File: config.mk
export PLATFORM = sky130hd
export DESIGN_NAME = uart_regblk
export DESIGN_NICKNAME = d
export VERILOG_FILES = /design/src/rtl/uart_regblk_pkg.sv /design/src/rtl/ureg_fifo.sv /design/src/rtl/ureg_rxctl.sv /design/src/rtl/ureg_txctl.sv /design/src/rtl/ureg_irq.sv /design/src/rtl/uart_regblk.sv
export SDC_FILE = /design/constraint.sdc
export NUM_CORES = 1
export LEC_CHECK = 0
export CORE_MARGIN = 2
export CORE_UTILIZATION = 40
export CTS_CLUSTER_SIZE = 8
export DETAILED_ROUTE_END_ITERATION = 10
export PLACE_DENSITY_LB_ADDON = 0.08
export SETUP_SLACK_MARGIN = 0.4
export SYNTH_ARGS = -nofsm -noshare
export SYNTH_HDL_FRONTEND = slang
export SYNTH_HIERARCHICAL = 1
export SYNTH_SLANG_ARGS = --single-unit
File: constraint.sdc
create_clock -name clk -period 5.3 [get_ports clk]
set_clock_uncertainty 0.2 [all_clocks]
set_input_delay 1.325 -clock clk [delete_from_list [all_inputs] [get_ports clk]]
set_output_delay 1.325 -clock clk [all_outputs]
set_load 0.02 [all_outputs]
File: src/rtl/uart_regblk_pkg.sv
`timescale 1ns/1ps
package uart_regblk_pkg;
    localparam logic [7:0] OFS_CTRL   = 8'h00;
    localparam logic [7:0] OFS_FRAME  = 8'h04;
    localparam logic [7:0] OFS_CMD    = 8'h0C;
    localparam logic [7:0] OFS_STAT   = 8'h10;
    localparam logic [7:0] OFS_CLKDIV = 8'h14;
    localparam logic [7:0] OFS_RXD    = 8'h18;
    localparam logic [7:0] OFS_TXD    = 8'h34;
    localparam logic [7:0] OFS_FLAG   = 8'h40;
    localparam logic [7:0] OFS_FSET   = 8'h44;
    localparam logic [7:0] OFS_FCLR   = 8'h48;
    localparam logic [7:0] OFS_FEN    = 8'h4C;

    localparam int CMD_RXON  = 0;
    localparam int CMD_RXOFF = 1;
    localparam int CMD_TXON  = 2;
    localparam int CMD_TXOFF = 3;

    localparam int ST_TXON   = 1;
    localparam int ST_TXDONE = 5;
    localparam int ST_TXROOM = 6;
    localparam int ST_RXVAL  = 7;

    localparam int FL_TXDONE = 0;
    localparam int FL_TXLVL  = 1;
    localparam int FL_RXVAL  = 2;
    localparam int FL_RXOVF  = 4;

    localparam int CTRL_LVLSEL = 12;

    typedef enum logic [1:0] {TX_OFF, TX_IDLE, TX_BUSY} tx_state_t;
    typedef enum logic {RX_OFF, RX_ON} rx_state_t;
endpackage

File: src/rtl/ureg_fifo.sv
`timescale 1ns/1ps
module ureg_fifo #(
    parameter int W     = 9,
    parameter int DEPTH = 2
) (
    input  logic                       clk,
    input  logic                       rst_n,
    input  logic                       push,
    input  logic [W-1:0]               wdata,
    input  logic                       pop,
    output logic [W-1:0]               head,
    output logic [$clog2(DEPTH+1)-1:0] count,
    output logic                       empty
);
    localparam int PW = (DEPTH > 1) ? $clog2(DEPTH) : 1;
    localparam int CW = $clog2(DEPTH + 1);

    logic [PW-1:0] rd_ptr, wr_ptr;
    logic [W-1:0]  slot [DEPTH];
    logic          push_ok, pop_ok;

    assign push_ok = push && (count != CW'(DEPTH));
    assign pop_ok  = pop && (count != '0);
    assign empty   = (count == '0);
    assign head    = slot[rd_ptr];

    function automatic logic [PW-1:0] wrap_inc(input logic [PW-1:0] p);
        return (p == PW'(DEPTH - 1)) ? '0 : p + 1'b1;
    endfunction

    always_ff @(posedge clk or negedge rst_n) begin
        if (!rst_n) begin
            rd_ptr <= '0;
            wr_ptr <= '0;
            count  <= '0;
        end else begin
            if (push_ok) wr_ptr <= wrap_inc(wr_ptr);
            if (pop_ok)  rd_ptr <= wrap_inc(rd_ptr);
            unique case ({push_ok, pop_ok})
                2'b10:   count <= count + 1'b1;
                2'b01:   count <= count - 1'b1;
                default: count <= count;
            endcase
        end
    end

    for (genvar i = 0; i < DEPTH; i++) begin : g_slot
        always_ff @(posedge clk) begin
            if (push_ok && wr_ptr == PW'(i)) slot[i] <= wdata;
        end
    end

    assert_no_overflow_R4: assert property (@(posedge clk) disable iff (!rst_n)
        count <= CW'(DEPTH));
    assert_drop_full_R4: assert property (@(posedge clk) disable iff (!rst_n)
        (count == CW'(DEPTH) && push && !pop) |=> count == CW'(DEPTH));
endmodule

File: src/rtl/ureg_rxctl.sv
`timescale 1ns/1ps
module ureg_rxctl
    import uart_regblk_pkg::*;
(
    input  logic clk,
    input  logic rst_n,
    input  logic cmd_on,
    input  logic cmd_off,
    input  logic push,
    input  logic buf_full,
    output logic rx_on,
    output logic store,
    output logic overflow
);
    rx_state_t state_q, state_d;

    always_ff @(posedge clk or negedge rst_n) begin
        if (!rst_n) state_q <= RX_OFF;
        else        state_q <= state_d;
    end

    always_comb begin
        state_d = state_q;
        unique case (state_q)
            RX_OFF: if (cmd_on && !cmd_off) state_d = RX_ON;
            RX_ON:  if (cmd_off)            state_d = RX_OFF;
            default: state_d = RX_OFF;
        endcase
    end

    always_comb begin
        rx_on    = (state_q == RX_ON);
        store    = rx_on && push && !buf_full;
        overflow = rx_on && push && buf_full;
    end

    assert_off_wins_R2: assert property (@(posedge clk) disable iff (!rst_n)
        cmd_off |=> !rx_on);
endmodule

File: src/rtl/ureg_txctl.sv
`timescale 1ns/1ps
module ureg_txctl
    import uart_regblk_pkg::*;
(
    input  logic      clk,
    input  logic      rst_n,
    input  logic      cmd_on,
    input  logic      cmd_off,
    input  logic      buf_empty,
    input  logic      pop_req,
    input  logic      done_in,
    output tx_state_t state,
    output logic      pop_ok,
    output logic      complete
);
    tx_state_t state_q, state_d;

    always_ff @(posedge clk or negedge rst_n) begin
        if (!rst_n) state_q <= TX_OFF;
        else        state_q <= state_d;
    end

    always_comb begin
        state_d = state_q;
        if (cmd_off) begin
            state_d = TX_OFF;
        end else begin
            unique case (state_q)
                TX_OFF:  if (cmd_on)                 state_d = TX_IDLE;
                TX_IDLE: if (pop_req && !buf_empty)  state_d = TX_BUSY;
                TX_BUSY: if (done_in)                state_d = TX_IDLE;
                default:                             state_d = TX_OFF;
            endcase
        end
    end

    always_comb begin
        state    = state_q;
        pop_ok   = (state_q == TX_IDLE) && pop_req && !buf_empty && !cmd_off;
        complete = (state_q == TX_BUSY) && done_in && buf_empty && !cmd_off;
    end

    assert_take_busy_R7: assert property (@(posedge clk) disable iff (!rst_n)
        (state_q == TX_IDLE && pop_req && !buf_empty && !cmd_off) |=> state_q == TX_BUSY);
    assert_done_ignored_R7: assert property (@(posedge clk) disable iff (!rst_n)
        (state_q == TX_OFF && !cmd_on) |=> state_q == TX_OFF);
endmodule

File: src/rtl/ureg_irq.sv
`timescale 1ns/1ps
module ureg_irq
    import uart_regblk_pkg::*;
(
    input  logic        clk,
    input  logic        rst_n,
    input  logic        set_we,
    input  logic        clr_we,
    input  logic        en_we,
    input  logic [31:0] wdata,
    input  logic        ev_txdone,
    input  logic        ev_rxval,
    input  logic        ev_rxovf,
    input  logic        lvl,
    output logic [31:0] flag_view,
    output logic [31:0] ien_q,
    output logic        irq_rx,
    output logic        irq_tx
);
    localparam logic [31:0] STORED = (32'd1 << FL_TXDONE) | (32'd1 << FL_RXVAL) | (32'd1 << FL_RXOVF);
    localparam logic [31:0] RX_SRC = (32'd1 << FL_RXVAL) | (32'd1 << FL_RXOVF);
    localparam logic [31:0] TX_SRC = (32'd1 << FL_TXDONE) | (32'd1 << FL_TXLVL);

    logic [31:0] stored_q, stored_d, events;

    always_comb begin
        events = '0;
        events[FL_TXDONE] = ev_txdone;
        events[FL_RXVAL]  = ev_rxval;
        events[FL_RXOVF]  = ev_rxovf;
        stored_d = stored_q;
        if (set_we) stored_d = stored_d | (wdata & STORED);
        if (clr_we) stored_d = stored_d & ~(wdata & STORED);
        stored_d = stored_d | events;
    end

    always_ff @(posedge clk or negedge rst_n) begin
        if (!rst_n) begin
            stored_q <= '0;
            ien_q    <= '0;
        end else begin
            stored_q <= stored_d;
            if (en_we) ien_q <= wdata;
        end
    end

    always_comb begin
        flag_view = stored_q;
        flag_view[FL_TXLVL] = lvl;
        irq_rx = |(flag_view & ien_q & RX_SRC);
        irq_tx = |(flag_view & ien_q & TX_SRC);
    end

    assert_clear_R9: assert property (@(posedge clk) disable iff (!rst_n)
        (clr_we && wdata[FL_RXOVF] && !ev_rxovf) |=> !flag_view[FL_RXOVF]);
    assert_event_wins_R9: assert property (@(posedge clk) disable iff (!rst_n)
        ev_rxval |=> flag_view[FL_RXVAL]);
    assert_irq_quiet_R10: assert property (@(posedge clk) disable iff (!rst_n)
        (en_we && wdata == 32'd0) |=> (!irq_rx && !irq_tx));
endmodule

File: src/rtl/uart_regblk.sv
`timescale 1ns/1ps
module uart_regblk
    import uart_regblk_pkg::*;
#(
    parameter int ADDR_W   = 8,
    parameter int DATA_W   = 9,
    parameter int RX_DEPTH = 2,
    parameter int TX_DEPTH = 2
) (
    input  logic              clk,
    input  logic              rst_n,
    input  logic              reg_sel,
    input  logic              reg_wr,
    input  logic [ADDR_W-1:0] reg_addr,
    input  logic [31:0]       reg_wdata,
    output logic [31:0]       reg_rdata,
    input  logic              rx_push,
    input  logic [DATA_W-1:0] rx_char,
    input  logic              tx_pop,
    input  logic              tx_done,
    output logic              tx_avail,
    output logic [DATA_W-1:0] tx_char,
    output logic              rx_en,
    output logic              tx_en,
    output logic [31:0]       cfg_ctrl,
    output logic [31:0]       cfg_frame,
    output logic [31:0]       cfg_clkdiv,
    output logic              irq_rx,
    output logic              irq_tx
);
    localparam int RXCW = $clog2(RX_DEPTH + 1);
    localparam int TXCW = $clog2(TX_DEPTH + 1);

    logic wr_acc, rd_acc;
    logic wr_ctrl, wr_frame, wr_cmd, wr_clkdiv, wr_txd, wr_fset, wr_fclr, wr_fen, rd_rxd;
    logic cmd_rxon, cmd_rxoff, cmd_txon, cmd_txoff;

    assign wr_acc    = reg_sel && reg_wr;
    assign rd_acc    = reg_sel && !reg_wr;
    assign wr_ctrl   = wr_acc && reg_addr == ADDR_W'(OFS_CTRL);
    assign wr_frame  = wr_acc && reg_addr == ADDR_W'(OFS_FRAME);
    assign wr_cmd    = wr_acc && reg_addr == ADDR_W'(OFS_CMD);
    assign wr_clkdiv = wr_acc && reg_addr == ADDR_W'(OFS_CLKDIV);
    assign wr_txd    = wr_acc && reg_addr == ADDR_W'(OFS_TXD);
    assign wr_fset   = wr_acc && reg_addr == ADDR_W'(OFS_FSET);
    assign wr_fclr   = wr_acc && reg_addr == ADDR_W'(OFS_FCLR);
    assign wr_fen    = wr_acc && reg_addr == ADDR_W'(OFS_FEN);
    assign rd_rxd    = rd_acc && reg_addr == ADDR_W'(OFS_RXD);

    assign cmd_rxon  = wr_cmd && reg_wdata[CMD_RXON];
    assign cmd_rxoff = wr_cmd && reg_wdata[CMD_RXOFF];
    assign cmd_txon  = wr_cmd && reg_wdata[CMD_TXON];
    assign cmd_txoff = wr_cmd && reg_wdata[CMD_TXOFF];

    // configuration words
    logic [31:0] ctrl_q, frame_q, clkdiv_q;
    always_ff @(posedge clk or negedge rst_n) begin
        if (!rst_n) begin
            ctrl_q   <= '0;
            frame_q  <= '0;
            clkdiv_q <= '0;
        end else begin
            if (wr_ctrl)   ctrl_q   <= reg_wdata;
            if (wr_frame)  frame_q  <= reg_wdata;
            if (wr_clkdiv) clkdiv_q <= reg_wdata;
        end
    end
    assign cfg_ctrl   = ctrl_q;
    assign cfg_frame  = frame_q;
    assign cfg_clkdiv = clkdiv_q;

    // receive path
    logic [DATA_W-1:0] rx_head;
    logic [RXCW-1:0]   rx_cnt;
    logic              rx_empty, rx_store, rx_ovf;

    ureg_rxctl u_rxctl (
        .clk      (clk),
        .rst_n    (rst_n),
        .cmd_on   (cmd_rxon),
        .cmd_off  (cmd_rxoff),
        .push     (rx_push),
        .buf_full (rx_cnt == RXCW'(RX_DEPTH)),
        .rx_on    (rx_en),
        .store    (rx_store),
        .overflow (rx_ovf)
    );

    ureg_fifo #(.W(DATA_W), .DEPTH(RX_DEPTH)) u_rxbuf (
        .clk   (clk),
        .rst_n (rst_n),
        .push  (rx_store),
        .wdata (rx_char),
        .pop   (rd_rxd),
        .head  (rx_head),
        .count (rx_cnt),
        .empty (rx_empty)
    );

    // transmit path
    logic [DATA_W-1:0] tx_head;
    logic [TXCW-1:0]   tx_cnt;
    logic              tx_empty, tx_take, tx_complete, txc_q, lvl;
    tx_state_t         tx_state;

    ureg_fifo #(.W(DATA_W), .DEPTH(TX_DEPTH)) u_txbuf (
        .clk   (clk),
        .rst_n (rst_n),
        .push  (wr_txd),
        .wdata (reg_wdata[DATA_W-1:0]),
        .pop   (tx_take),
        .head  (tx_head),
        .count (tx_cnt),
        .empty (tx_empty)
    );

    ureg_txctl u_txctl (
        .clk       (clk),
        .rst_n     (rst_n),
        .cmd_on    (cmd_txon),
        .cmd_off   (cmd_txoff),
        .buf_empty (tx_empty),
        .pop_req   (tx_pop),
        .done_in   (tx_done),
        .state     (tx_state),
        .pop_ok    (tx_take),
        .complete  (tx_complete)
    );

    always_ff @(posedge clk or negedge rst_n) begin
        if (!rst_n)           txc_q <= 1'b0;
        else if (wr_txd)      txc_q <= 1'b0;
        else if (tx_complete) txc_q <= 1'b1;
    end

    assign lvl      = ctrl_q[CTRL_LVLSEL] ? (tx_cnt < TXCW'(TX_DEPTH)) : tx_empty;
    assign tx_en    = (tx_state != TX_OFF);
    assign tx_avail = (tx_state == TX_IDLE) && !tx_empty;
    assign tx_char  = tx_empty ? '0 : tx_head;

    // interrupt flags
    logic [31:0] flag_view, ien_q;
    ureg_irq u_irq (
        .clk       (clk),
        .rst_n     (rst_n),
        .set_we    (wr_fset),
        .clr_we    (wr_fclr),
        .en_we     (wr_fen),
        .wdata     (reg_wdata),
        .ev_txdone (tx_complete),
        .ev_rxval  (rx_store),
        .ev_rxovf  (rx_ovf),
        .lvl       (lvl),
        .flag_view (flag_view),
        .ien_q     (ien_q),
        .irq_rx    (irq_rx),
        .irq_tx    (irq_tx)
    );

    // read mux
    logic [31:0] status;
    always_comb begin
        status = '0;
        status[ST_TXON]   = tx_en;
        status[ST_TXDONE] = txc_q;
        status[ST_TXROOM] = lvl;
        status[ST_RXVAL]  = !rx_empty;
    end

    always_comb begin
        reg_rdata = '0;
        if (rd_acc) begin
            if      (reg_addr == ADDR_W'(OFS_CTRL))   reg_rdata = ctrl_q;
            else if (reg_addr == ADDR_W'(OFS_FRAME))  reg_rdata = frame_q;
            else if (reg_addr == ADDR_W'(OFS_STAT))   reg_rdata = status;
            else if (reg_addr == ADDR_W'(OFS_CLKDIV)) reg_rdata = clkdiv_q;
            else if (reg_addr == ADDR_W'(OFS_RXD))    reg_rdata = rx_empty ? '0 : 32'(rx_head);
            else if (reg_addr == ADDR_W'(OFS_FLAG))   reg_rdata = flag_view;
            else if (reg_addr == ADDR_W'(OFS_FEN))    reg_rdata = ien_q;
        end
    end

    assert_rx_ignore_R4: assert property (@(posedge clk) disable iff (!rst_n)
        (!rx_en && !rd_rxd) |=> $stable(rx_cnt));
    assert_txc_clear_R6: assert property (@(posedge clk) disable iff (!rst_n)
        wr_txd |=> !txc_q);
    assert_tx_off_R2: assert property (@(posedge clk) disable iff (!rst_n)
        cmd_txoff |=> (!tx_en && !tx_avail));
    assert_empty_read_R5: assert property (@(posedge clk) disable iff (!rst_n)
        (rd_rxd && rx_empty) |-> reg_rdata == 32'd0);
endmodule

* Yosys cells after proc, flatten, opt, wreduce, memory -nomap -nowiden
Memories as Yosys holds them, arrays and structs flattened.
Cells that the tools add are included.
W data, S select, Z words.
** Storage, ports and cells
- Flip-flop bits (word level) :: 172
- Memory bits (writable) :: 36
- Input bits :: 56
- Output and inout bits :: 142
- Word-level logic and storage cells :: 154
- Memories kept :: 2
** Memories
- u_rxbuf.slot :: words 2, width 9, rd ports 1, clocked after memory_dff 0, wr ports 1, line ureg_fifo.sv:19 : logic [W-1:0] slot [DEPTH];
- u_txbuf.slot :: words 2, width 9, rd ports 1, clocked after memory_dff 0, wr ports 1, line ureg_fifo.sv:19
** Operators by class
- Add/sub/neg operators :: 8
- Magnitude comparators :: 1
- Equal/unequal tests :: 22
- Mux-type cells :: 43
- Bitwise operators :: 8
- Reductions and logical operators :: 56
** Operator list (count)
- $mux W32 :: 10
- $or A32 B5 Y32 :: 2
- $mux W9 :: 4
- $logic_and A1 B1 Y1 :: 35
- $and A32 B32 Y32 :: 1
- $eq A8 B7 Y1 const B :: 4
- $not A5 Y32 :: 1
- $eq A8 B5 Y1 const B :: 3
- $mux W1 :: 21
- $reduce_or A9 Y1 :: 2
- $reduce_bool A2 Y1 :: 6
- $eq A2 B2 Y1 const B :: 4
- $eq A8 B3 Y1 const B :: 1
- $eq A8 B4 Y1 const B :: 1
- $eq A8 B6 Y1 const B :: 1
- $logic_not A8 Y1 :: 1
- $mux W2 :: 4
- $pmux W2 S2 :: 2
- $eq A2 B1 Y1 const B :: 3
- $logic_not A1 Y1 :: 6
- $logic_not A2 Y1 :: 3
- $ne A3 B2 Y1 const B :: 2
- $pmux W2 S3 :: 1
- $and A5 B5 Y5 :: 1
- 10 further kinds :: 19

* Logic depth before layout (Yosys ltp)
Gate-level depths: netlist of the first run.
- Depth after elaboration :: 9
- Gate-level depth with buffers :: 11

* Cells and area by module
Netlist of the first run, hierarchy kept.
** By module, submodules not included
- uart_regblk :: instances 1, cells each 483, area an instance 5200.0 µm², seq. area each 2427.3 µm²
- ureg_irq :: instances 1, cells each 112, area an instance 1711.6 µm², seq. area each 875.8 µm²
- ureg_fifo :: instances 2, cells each 46, area an instance 843.3 µm², seq. area each 640.6 µm²
- ureg_txctl :: instances 1, cells each 13, area an instance 137.6 µm², seq. area each 50.0 µm²
- ureg_rxctl :: instances 1, cells each 4, area an instance 51.3 µm², seq. area each 25.0 µm²

* Worst setup path after synthesis of the first run
No wires, ideal clock.
- Kind :: in2out
- From :: input reg_addr[3]
- To :: output reg_rdata[1]
- Arrival :: 3179 ps
- Data required time :: 3775 ps
- Slack :: 596 ps
- Stages :: 6
- Path buffers :: 2
- Path through :: buf_2 -> or3b_2 -> clkbuf_1 -> nor4_4 -> a222oi_1 -> o31ai_1
** On the way
- Cells in the longest elaborated chain, start to end :: 9
** RTL lines
- start: declaration :: line uart_regblk.sv:14 : input logic [ADDR_W-1:0] reg_addr,
- $eq A8 B7 Y1 :: line uart_regblk.sv:179 : else if (reg_addr == ADDR_W'(OFS_FEN)) reg_rdata = ien_q;
- $mux W32 :: line uart_regblk.sv:179
- $mux W32 :: line uart_regblk.sv:178 : else if (reg_addr == ADDR_W'(OFS_FLAG)) reg_rdata = flag_view;
- $mux W32 :: line uart_regblk.sv:177 : else if (reg_addr == ADDR_W'(OFS_RXD)) reg_rdata = rx_empty ? '0 : 32'(rx_head);
- $mux W32 :: line uart_regblk.sv:176 : else if (reg_addr == ADDR_W'(OFS_CLKDIV)) reg_rdata = clkdiv_q;
- $mux W32 :: line uart_regblk.sv:175 : else if (reg_addr == ADDR_W'(OFS_STAT)) reg_rdata = status;
- $mux W32 :: line uart_regblk.sv:174 : else if (reg_addr == ADDR_W'(OFS_FRAME)) reg_rdata = frame_q;
- $mux W32 * :: line uart_regblk.sv:173 : if (reg_addr == ADDR_W'(OFS_CTRL)) reg_rdata = ctrl_q;
- $mux W32 * :: line uart_regblk.sv:172 : if (rd_acc) begin
- end: declaration :: line uart_regblk.sv:16 : output logic [31:0] reg_rdata,
Every way passes the cells marked *; elsewhere a longest branch is shown, timed or not.

* Final worst setup path of the first run
- From :: input reg_addr[6]
- To :: output reg_rdata[13]
The elaborated chain is that of the path after synthesis.

==> metrics.md, run 1 <==
| Metric | Value |
|---|---|
| HPWL Detailed | `17800 microns` |
| Fin crit share | `0.910` |
| Post-synth top flop | `dfrtp_1` |
| Power share of the clock group | `0.386` |
| Io pins | `roughly 200` |
| Comb power frac | `0.151` |
| Reg2reg setup slack | `roughly 3.2 ns` |
| Total CTS buffers | `17` |
| Clock latency on the worst-skew pair | `approximately 0.42 ns` |
| GR Overflow Total | `0` |
| Clk root buf | `clkbuf_16` |
| Hold/Removal Path Class | `flop to flop` |
| Hold WS | `about 0.3 ns` |
| Routed wire length | `roughly 26000 microns` |
| Hold Path Origin | `u_txbuf/wr_ptr` |
| Final Hold Viols | `0` |
| Final min period | `a little under 5 ns` |
| Req. time, crit path | `between 3 and 4 ns` |
| CP Capture Point | `reg_rdata[13]` |
| CP Capture Type | `output port` |
| Initial drt markers | `394` |
| Flops & latches, synth | `approximately 180` |
| Pwr Density | `approximately 280 nW/um^2` |
| Most common cell on crit path | `buf_6` |
| GP Congestion | `0.919` |
| First-pass GRT wire length | `between 40000 and 50000 microns` |
| P_leak | `roughly 5.1 nW` |
| Count of different cell masters after synthesis | `60` |
| CP startpoint | `reg_addr[6]` |
| CP Max Fanout | `11` |
| Drt via density | `approximately 5.4` |
| Clk slew on worst S/H paths | `roughly 0.070 ns` |
| DRC viols | `0` |
| Total GRT Usage | `0.226` |
| Post-Synthesis Cell Area | `8790 sq um` |
| Die H | `between 150 and 200 microns` |
| DP Worst Slack | `-0.283 ns` |
| Max Clock Freq | `~210 MHz` |
| MaxCap Viol Count | `0` |
| Mapped Avg Cell Area | `between 10 and 15 sq um` |
| Routed Antenna Nets | `0` |
| Startpoint Class | `primary input` |
| Syn. warnings | `6` |
| DR vias | `~6700` |
| I/O Buffers | `just under 200` |
| Sw Share | `0.273` |
| Wire length per cell | `21.2 microns` |
| Layout cells sized above 1 | `0.281` |
| Vias in the first global route | `6995` |
| Clk sinks | `between 150 and 200` |
| Hold-fix buffer count after cts | `0` |
| RSZ-0062 raised after global routing | `false` |
| IR drop worst, VDD | `approximately 0.19 mV` |
| Final net count | `996` |
| WP data arrival | `3.30 ns` |
| Fraction of registers with async set/reset | `0.799` |
| Max incr delay on CP | `roughly 0.56 ns` |
| Reg power frac | `0.464` |
| Rel. slew slack | `0.487` |
| Ant. Diodes | `0` |
| Number of flops mapped to enable cells by yosys | `36` |
| Largest net degree at the start of global routing | `a little under 80` |
| Worst R2R Start | `u_rxbuf/count[0]` |
| Drt pass-1 iters | `5` |
| Status | `completed` |
| R2R cell count | `4` |
| Layout area overhead | `35.2%` |
| Power Internal | `about 2.4 mW` |
| Sequential element share of the synthesized area | `0.530` |
| Setup CP Type | `primary input to output port` |
| Worst slew pin tran | `0.767 ns` |
| Psw | `approximately 0.90 mW` |
| R2R Path End | `u_rxbuf/slot[1][0]` |
| Starting density of the core | `0.405` |
| # rows | `54` |
| Slew Viols, Final | `0` |
| Crit-path cells | `dlygate4sd2_1 -> or4b_4 -> buf_6 -> nor3_4 -> buf_6 -> buf_16 -> a22oi_1 -> a31oi_1 -> buf_2` |
| CTS max path bufs | `2` |
| Initial antenna violation count | `0` |
| Core area | `approximately 22000 sq um` |
| Die Wd | `between 150 and 200 microns` |
| CTS tree | `yes` |
| Post-Syn Instances | `between 700 and 800` |
| Die ar. | `between 20000 and 25000 sq um` |
| Final setup vio count | `0` |
| Most common cell after layout, fill and taps aside | `clkdlybuf4s50_1` |
| Final WS setup | `around 0.48 ns` |
| Slowest CP cell | `or4b_4` |
| Most frequent cells in the layout | `156 x clkdlybuf4s50_1, 143 x dfrtp_1, 89 x mux2_2` |
| H-tree Lvls | `4` |
[flip-flops by register name, summed over array words and instances, names as in the netlist, 2 cells and up]
name            cells
u_txctl/state       2
u_irq/ien_q        32
cfg_clkdiv         32
u_irq/stored_q      3
u_txbuf/slot       18
u_rxbuf/slot       18
cfg_frame          32
u_txbuf/count       2
u_rxbuf/count       2
cfg_ctrl           32
[worst min path at each step]
stage,to,slack [ns],depth (start not counted)
floorplan,txc_q,0.27,2
global placement,u_txbuf/wr_ptr,0.28,1
detailed placement,u_txbuf/wr_ptr,0.29,1
CTS,u_txbuf/wr_ptr,0.30,1
global route,u_rxbuf/wr_ptr,0.32,1
finish,u_txbuf/wr_ptr,0.30,1
[kinds of logic after synthesis]
logic type               after synthesis  synth area share
flip-flops                           179             0.530
AO/OA/AOI/OAI                        153             0.115
multiplexers                         147             0.201
AND/OR/NAND/NOR                      128            0.0826
buffers and inverters                 84            0.0574
XOR/XNOR                              10           0.00997
adder cells (fa/ha/maj)                2           0.00285
other                                  1          0.000427
[area by class of cell]
cell class | instances | area (sq um)
multi-input combinational | 468 | 3820
tap | 280 | 350
sequential | 179 | 4660
fill | 1851 | 9810
clock buffer | 19 | 443
inverter | 14 | 52.6
clock inverter | 13 | 136
timing repair buffer | 258 | 2420
[metal layers]
metal,track usage,share of wire,up-vias
met3,0.0449,0.063,28
met1,0.305,0.44,3345
met4,0.0757,0.018,0
met2,0.366,0.48,281
li1,-,-,3019
met5,0,0,-
[power groups by stage]
stage	Clock, mW	Combinational [mW]	Sequential [mW]
2_1_floorplan	0	0.245	1.54
3_3_place_gp	0	0.482	1.54
3_5_place_dp	0	0.492	1.55
4_1_cts	1.29	0.496	1.52
5_1_grt	1.35	0.529	1.53
6_report	1.26	0.493	1.52
[critical path: cells and delay by family]
family                 cells  cell delay, ns
buffers and inverters      5            0.95
AO/OA/AOI/OAI              2            0.30
AND/OR/NAND/NOR            2            0.73
[through the flow]
stage,util,area [sq um],total power [mW],cells,setup TNS (ns)
global placement,0.521,11300,2.03,1195,-5.21
floorplan,-,8890,1.79,731,0
global route,0.548,11900,3.41,1231,0
detailed placement,0.521,11300,2.04,1195,-4.45
finish,0.548,11900,3.28,1231,0
CTS,0.547,11900,3.30,1231,0
[cells in the mapped netlist, types with 8 or more instances]
master | count | area [sq um]
xnor2_1 | 8 | 70.1
o21ai_0 | 52 | 260
clkbuf_1 | 24 | 90.1
nor2b_1 | 16 | 100
buf_2 | 10 | 50.1
dfrtp_1 | 143 | 3580
a22oi_1 | 23 | 173
nand2_1 | 43 | 161
a31oi_1 | 30 | 188
edfxtp_1 | 36 | 1080
buf_4 | 32 | 240
nor2_1 | 19 | 71.3
mux2_4 | 30 | 450
a22o_1 | 12 | 105
mux2_1 | 27 | 304
inv_1 | 14 | 52.6
mux2_2 | 89 | 1000
[what timing repair did]
action                     CTS  global route
gates resized for setup    159            11
setup endpoints to repair   32            32
cloned                       2             0
pin swaps                    6             5
setup buffers                2             0
No activity file was read; power rests on OpenSTA's default activity.
==> run 2, diff against run 1 <==
CELL_PAD_IN_SITES_DETAIL_PLACEMENT = 0   (was default)
CELL_PAD_IN_SITES_GLOBAL_PLACEMENT = 1   (was default)
==> run 2 against run 1 <==
Worst setup slack worse by 0.0074 ns. Highest routed layer unchanged. Critical path type unchanged. First-iteration DRC count up 32%. Wire length up 0.99%. Largest power group unchanged.
==> metrics.md, run 2 (synthesis gave the netlist of run 1 again) <==
| Metric | Value |
|---|---|
| Status | `completed` |
| Starting density of the core | `0.405 (unchanged)` |
| Final setup vio count | `0 (unchanged)` |
| Core area | `21700 sq um (unchanged)` |
| Power share of the clock group | `0.370 (-0.016)` |
| Fin crit share | `0.911 (+0.00140)` |
| Die H | `152 microns (unchanged)` |
| Most frequent cells in the layout | `157 x clkdlybuf4s50_1, 143 x dfrtp_1, 89 x mux2_2` |
| Final Hold Viols | `0 (unchanged)` |
| Power Internal | `2.33 mW (-2.1%)` |
| Clk slew on worst S/H paths | `0.06 ns (about the same)` |
| Drt via density | `5.44 (+0.37%)` |
| Startpoint Class | `primary input` |
| Pwr Density | `267 nW/um^2 (-3.2%)` |
| Setup CP Type | `primary input to output port` |
| Routed Antenna Nets | `0 (unchanged)` |
| Reg power frac | `0.476 (+0.012)` |
| H-tree Lvls | `4 (unchanged)` |
| Power Total | `3.20 mW (-2.5%)` |
| GP Congestion | `0.908 (-1.2%)` |
| WP data arrival | `3.31 ns (about the same)` |
| Clk root buf | `clkbuf_16` |
| Most common cell after layout, fill and taps aside | `clkdlybuf4s50_1` |
| IR drop worst, VDD | `0.208 mV (+11%)` |
| Max Clock Freq | `207 MHz (-0.15%)` |
| Final min period | `4.83 ns (+0.00739 ns)` |
| Slew Viols, Final | `0 (unchanged)` |
| Routed wire length | `26400 microns (+0.99%)` |
| RSZ-0062 raised after global routing | `false` |
| Psw | `0.864 mW (-3.5%)` |
| Wire length per cell | `21.3 microns (+0.50%)` |
| Rel. slew slack | `0.423 (-0.0640)` |
| CTS tree | `yes` |
| Layout cells sized above 1 | `0.295 (+0.0142)` |
| Initial drt markers | `521 (+32%)` |
| P_leak | `5.06 nW (+0.16%)` |
| Final net count | `1001 (+0.50%)` |
| DR vias | `6730 (+0.85%)` |
| First-pass GRT wire length | `41200 microns (+0.35%)` |
| Hold WS | `0.308 ns (+0.0116 ns)` |
| CP Capture Type | `output port` |
| Die Wd | `152 microns (unchanged)` |
| Largest net degree at the start of global routing | `93 (+19%)` |
| Hold/Removal Path Class | `flop to flop` |
| I/O Buffers | `197 (unchanged)` |
| Io pins | `198 (unchanged)` |
| Hold-fix buffer count after cts | `0 (unchanged)` |
| Layout area overhead | `36.3%` |
| Drt pass-1 iters | `6 (+1)` |
| # placed instances | `1194 (-0.084%)` |
| MaxCap Viol Count | `0 (unchanged)` |
| Sw Share | `0.270 (-0.00302)` |
| CTS max path bufs | `2 (unchanged)` |
| GR Overflow Total | `0 (unchanged)` |
| Comb power frac | `0.154 (+0.003)` |
| Sum Neg Setup Slack | `0 ns (unchanged)` |
| Die ar. | `23200 sq um (unchanged)` |
| Total GRT Usage | `0.228 (+0.00190)` |
| Vias in the first global route | `7105 (+1.6%)` |
| Non-filler instance count after layout | `1237 (+0.49%)` |
| Req. time, crit path | `3.77 ns (about the same)` |
| Worst slew pin tran | `0.866 ns (+0.0989 ns)` |
| # rows | `54 (unchanged)` |
| CP Max Fanout | `11 (unchanged)` |
| Clk sinks | `179 (unchanged)` |
| HPWL Detailed | `17800 microns (-0.26%)` |
| DRC viols | `0 (unchanged)` |
| Clock latency on the worst-skew pair | `0.42 ns (about the same)` |
| Initial antenna violation count | `0 (unchanged)` |
| Total CTS buffers | `17 (unchanged)` |
| Post-route core utilization | `0.552 (+0.00415)` |
-- run 2: cell count changes in the layout (fill, tap and decap cells not counted), moves of 3 or more --
| cell | before | now |
|---|---|---|
| clkinv_4 | 0 | 3 |
| clkdlybuf4s15_1 | 5 | 0 |
| a31oi_2 | 0 | 4 |
| buf_4 | 56 | 65 |
| a31oi_1 | 30 | 26 |
| clkinvlp_4 | 0 | 3 |
| inv_6 | 7 | 2 |
-- run 2: metal layers --
layer  vias to the layer above  GRT usage  wire, microns
li1                       3031          -              -
met1                      3404      0.299          11300
met2                       258      0.383          13000
met3                        37     0.0398           1540
met4                         0     0.0770            527
met5                         -          0              0
-- run 2: critical path, cell delays in order --
cell	delay [ns]
clkdlybuf4s50_1	0.44
buf_4	0.17
nor4_1	0.26
buf_4	0.19
and2_4	0.19
buf_12	0.14
o21ai_0	0.12
a31oi_2	0.25
buf_2	0.21
-- run 2: through the flow --
stage                     setup WS [ns]  instance area (sq um)
after detailed placement         -0.218                  11300
after global routing              0.374                  12000
after CTS                         0.358                  11900
after global placement           -0.242                  11300
after floorplan                   0.596                   8890
final                             0.470                  12000
-- run 2: power groups by stage --
stage | sequential, mW | clock [mW] | combinational, mW
floorplan | 1.54 | 0 | 0.245
global placement | 1.54 | 0 | 0.485
detailed placement | 1.55 | 0 | 0.491
CTS | 1.52 | 1.21 | 0.496
global route | 1.53 | 1.27 | 0.532
finish | 1.52 | 1.18 | 0.494
-- run 2: final timing paths --
path | start | cells past startpoint | slack (ns) | to
worst max-delay path | reg_addr[3] | 9 | 0.47 | reg_rdata[12]
worst min-delay path | u_rxbuf/wr_ptr | 1 | 0.31 | u_rxbuf/wr_ptr
max in group asynchronous | rst_n | 2 | 3.15 | cfg_frame[0]
min in group asynchronous | rst_n | 1 | 0.77 | cfg_clkdiv[6]
worst max register to register | u_rxbuf/count[0] | 4 | 3.17 | u_rxbuf/slot[0][3]
worst min register to register | u_rxbuf/wr_ptr | 1 | 0.31 | u_rxbuf/wr_ptr
-- run 2: repair_timing --
| action | in CTS | in global routing |
|---|---|---|
| pin swaps | 18 | 5 |
| endpoints found under the setup margin | 32 | 25 |
| buffers inserted | 5 | 2 |
| resized for setup | 177 | 11 |
| cloned | 2 | 1 |
| hold endpoints to repair | 0 | 0 |
-- run 2: final cells by class --
type / count / area (sq um)
Antenna cell: 1 / 2.50
Clock buffer: 21 / 454
Clock inverter: 11 / 95.1
Fill cell: 1873 / 9720
Inverter: 14 / 52.6
Multi-Input combinational cell: 468 / 3850
Sequential cell: 179 / 4660
Tap cell: 280 / 350
Timing Repair Buffer: 263 / 2510
==> run 3, diff against run 2 <==
DONT_BUFFER_PORTS = 1   (was default)
GPL_TIMING_DRIVEN = 0   (was default)
==> run 3 against run 2 <==
Wire length decreased by 1.6%. Global-route usage decreased by 0.35 points. First-iteration DRC count decreased by 35%. Highest routed layer unchanged. Clock power increased by 8%. Combinational power decreased by 39%. Clock-buffer cell count decreased by 4. Flip-flop and latch count unchanged.
==> metrics.md, run 3 (synthesis gave the netlist of run 1 again) <==
| Metric | Value |
|---|---|
| Startpoint Class | `primary input` |
| Most common cell after layout, fill and taps aside | `dfrtp_1` |
| Req. time, crit path | `3.77 ns (about the same)` |
| Clk root buf | `clkbuf_16` |
| Max Clock Freq | `204 MHz (-1.5%)` |
| Clk slew on worst S/H paths | `0.07 ns (about the same)` |
| Drt pass-1 iters | `5 (-1)` |
| WP data arrival | `3.38 ns (+0.07 ns)` |
| Worst R2R Start | `u_txbuf/count[0]` |
| CP Max Fanout | `8 (-3)` |
| Vias in the first global route | `6266 (-12%)` |
| DRC viols | `0 (unchanged)` |
| Layout area overhead | `15.3%` |
| Hold/Removal Path Class | `flop to flop` |
| First-pass GRT wire length | `39300 microns (-4.6%)` |
| Layout cells sized above 1 | `0.331 (+0.0362)` |
| CTS max path bufs | `2 (unchanged)` |
| MaxCap Viol Count | `0 (unchanged)` |
| Routed Antenna Nets | `0 (unchanged)` |
| Post-route core utilization | `0.467 (-0.0849)` |
| IR drop worst, VDD | `0.182 mV (-13%)` |
| Starting density of the core | `0.405 (unchanged)` |
| Hold Path Origin | `u_txbuf/wr_ptr` |
| CTS tree | `yes` |
| Setup CP Type | `primary input to output port` |
| Die ar. | `23200 sq um (unchanged)` |
| Die H | `152 microns (unchanged)` |
| CP Capture Type | `output port` |
| Die Wd | `152 microns (unchanged)` |
| DR vias | `5902 (-12%)` |
| Pwr Density | `306 nW/um^2 (+15%)` |
| Total CTS buffers | `17 (unchanged)` |
| Initial antenna violation count | `0 (unchanged)` |
| Routed wire length | `25900 microns (-1.6%)` |
| Final min period | `4.91 ns (+0.0757 ns)` |
| Initial drt markers | `340 (-35%)` |
| RSZ-0062 raised after global routing | `true` |
| Drt via density | `5.64 (+3.6%)` |
| Total GRT Usage | `0.224 (-0.00352)` |
| Largest net degree at the start of global routing | `144 (+55%)` |
| Final Hold Viols | `0 (unchanged)` |
| I/O Buffers | `0 (-100%)` |
| Status | `completed` |
| HPWL Detailed | `17900 microns (+0.73%)` |
| Power Total | `3.10 mW (-2.8%)` |
| CP startpoint | `reg_addr[3]` |
| P_leak | `4.25 nW (-16%)` |
| Final setup vio count | `0 (unchanged)` |
| Slew Viols, Final | `0 (unchanged)` |
| Io pins | `198 (unchanged)` |
| Fin crit share | `0.926 (+0.0143)` |
| # rows | `54 (unchanged)` |
| Clk sinks | `179 (unchanged)` |
| GP Congestion | `0.872 (-3.9%)` |
| Core area | `21700 sq um (unchanged)` |
| Rel. slew slack | `0.331 (-0.0916)` |
| Wire length per cell | `24.8 microns (+16%)` |
| Clock latency on the worst-skew pair | `0.43 ns (about the same)` |
| Ant. Diodes | `0 (-1)` |
| Final net count | `812 (-19%)` |
| GR Overflow Total | `0 (unchanged)` |
| Hold-fix buffer count after cts | `0 (unchanged)` |
| Most frequent cells in the layout | `143 x dfrtp_1, 89 x mux2_2, 52 x o21ai_0` |
| Worst slew pin tran | `1.00 ns (+0.137 ns)` |
| H-tree Lvls | `4 (unchanged)` |
## run 3: cell types whose count changed in the layout (fill, tap and decap cells not counted), moves of 3 or more
cell / previous run / this run
buf_12: 6 / 3
buf_4: 65 / 37
dlygate4sd2_1: 5 / 0
a31oi_2: 4 / 21
clkinv_8: 0 / 3
a31oi_1: 26 / 5
clkdlybuf4s50_1: 157 / 0
a31oi_4: 0 / 4
clkdlybuf4s15_2: 6 / 0
clkbuf_2: 0 / 6
clkbuf_1: 2 / 16
buf_2: 16 / 8
## run 3: per-stage QoR
step / setup TNS [ns] / instance area (sq um) / cells / hold WS [ns] / setup WS, ns
2_1_floorplan: 0 / 8890 / 731 / 0.267 / 0.596
3_3_place_gp: 0 / 9240 / 1011 / 0.282 / 0.00885
3_5_place_dp: -0.0271 / 9240 / 1011 / 0.291 / -0.0271
4_1_cts: 0 / 10000 / 1045 / 0.301 / 0.388
5_1_grt: 0 / 10100 / 1047 / 0.327 / 0.381
6_report: 0 / 10100 / 1047 / 0.300 / 0.394
## run 3: layer usage
metal | GRT usage | up-vias | share of wire
met1 | 0.268 | 2988 | 0.40
met2 | 0.375 | 226 | 0.49
met5 | 0 | - | 0
met3 | 0.0819 | 34 | 0.087
li1 | - | 2654 | -
met4 | 0.0752 | 0 | 0.018
## run 3: path summary, 6_finish.rpt
| kind | endpoint | slack [ns] | depth (start not counted) |
|---|---|---|---|
| worst min-delay path | u_txbuf/wr_ptr | 0.30 | 1 |
| worst max register to register | u_txbuf/count[1] | 3.13 | 7 |
| min in group asynchronous | cfg_clkdiv[6] | 0.39 | 0 |
| max in group asynchronous | cfg_frame[12] | 4.32 | 0 |
| worst min register to register | u_txbuf/wr_ptr | 0.30 | 1 |
| worst max-delay path | reg_rdata[31] | 0.39 | 7 |
## run 3: layout make-up
| cell class | count | area (sq um) |
|---|---|---|
| clock buffer | 17 | 425 |
| tap | 280 | 350 |
| timing repair buffer | 4 | 30.0 |
| multi-input combinational | 468 | 3970 |
| clock inverter | 15 | 173 |
| inverter | 14 | 52.6 |
| buffer | 70 | 475 |
| sequential | 179 | 4660 |
| fill | 2016 | 11600 |
## run 3: report_power, final
group	internal [mW]	total, mW	switching [mW]	leakage [nW]
registers	1.45	1.53	0.0781	2.29
clock network	0.673	1.27	0.601	0.290
logic	0.124	0.299	0.175	1.67
total	2.25	3.10	0.854	4.25
## run 3: worst max-delay path, stage by stage
cell      delay, ns
buf_2          0.21
or3b_2         0.46
clkbuf_2       0.19
nor3_4         0.31
buf_4          0.18
a22oi_1        0.08
a31oi_1        0.63
## run 3: timing repair
action,4_1_cts,5_1_grt
endpoints found under the hold margin,0,0
resized for setup,34,20
pin swaps,1,2
setup buffers,2,2
endpoints found under the setup margin,23,26
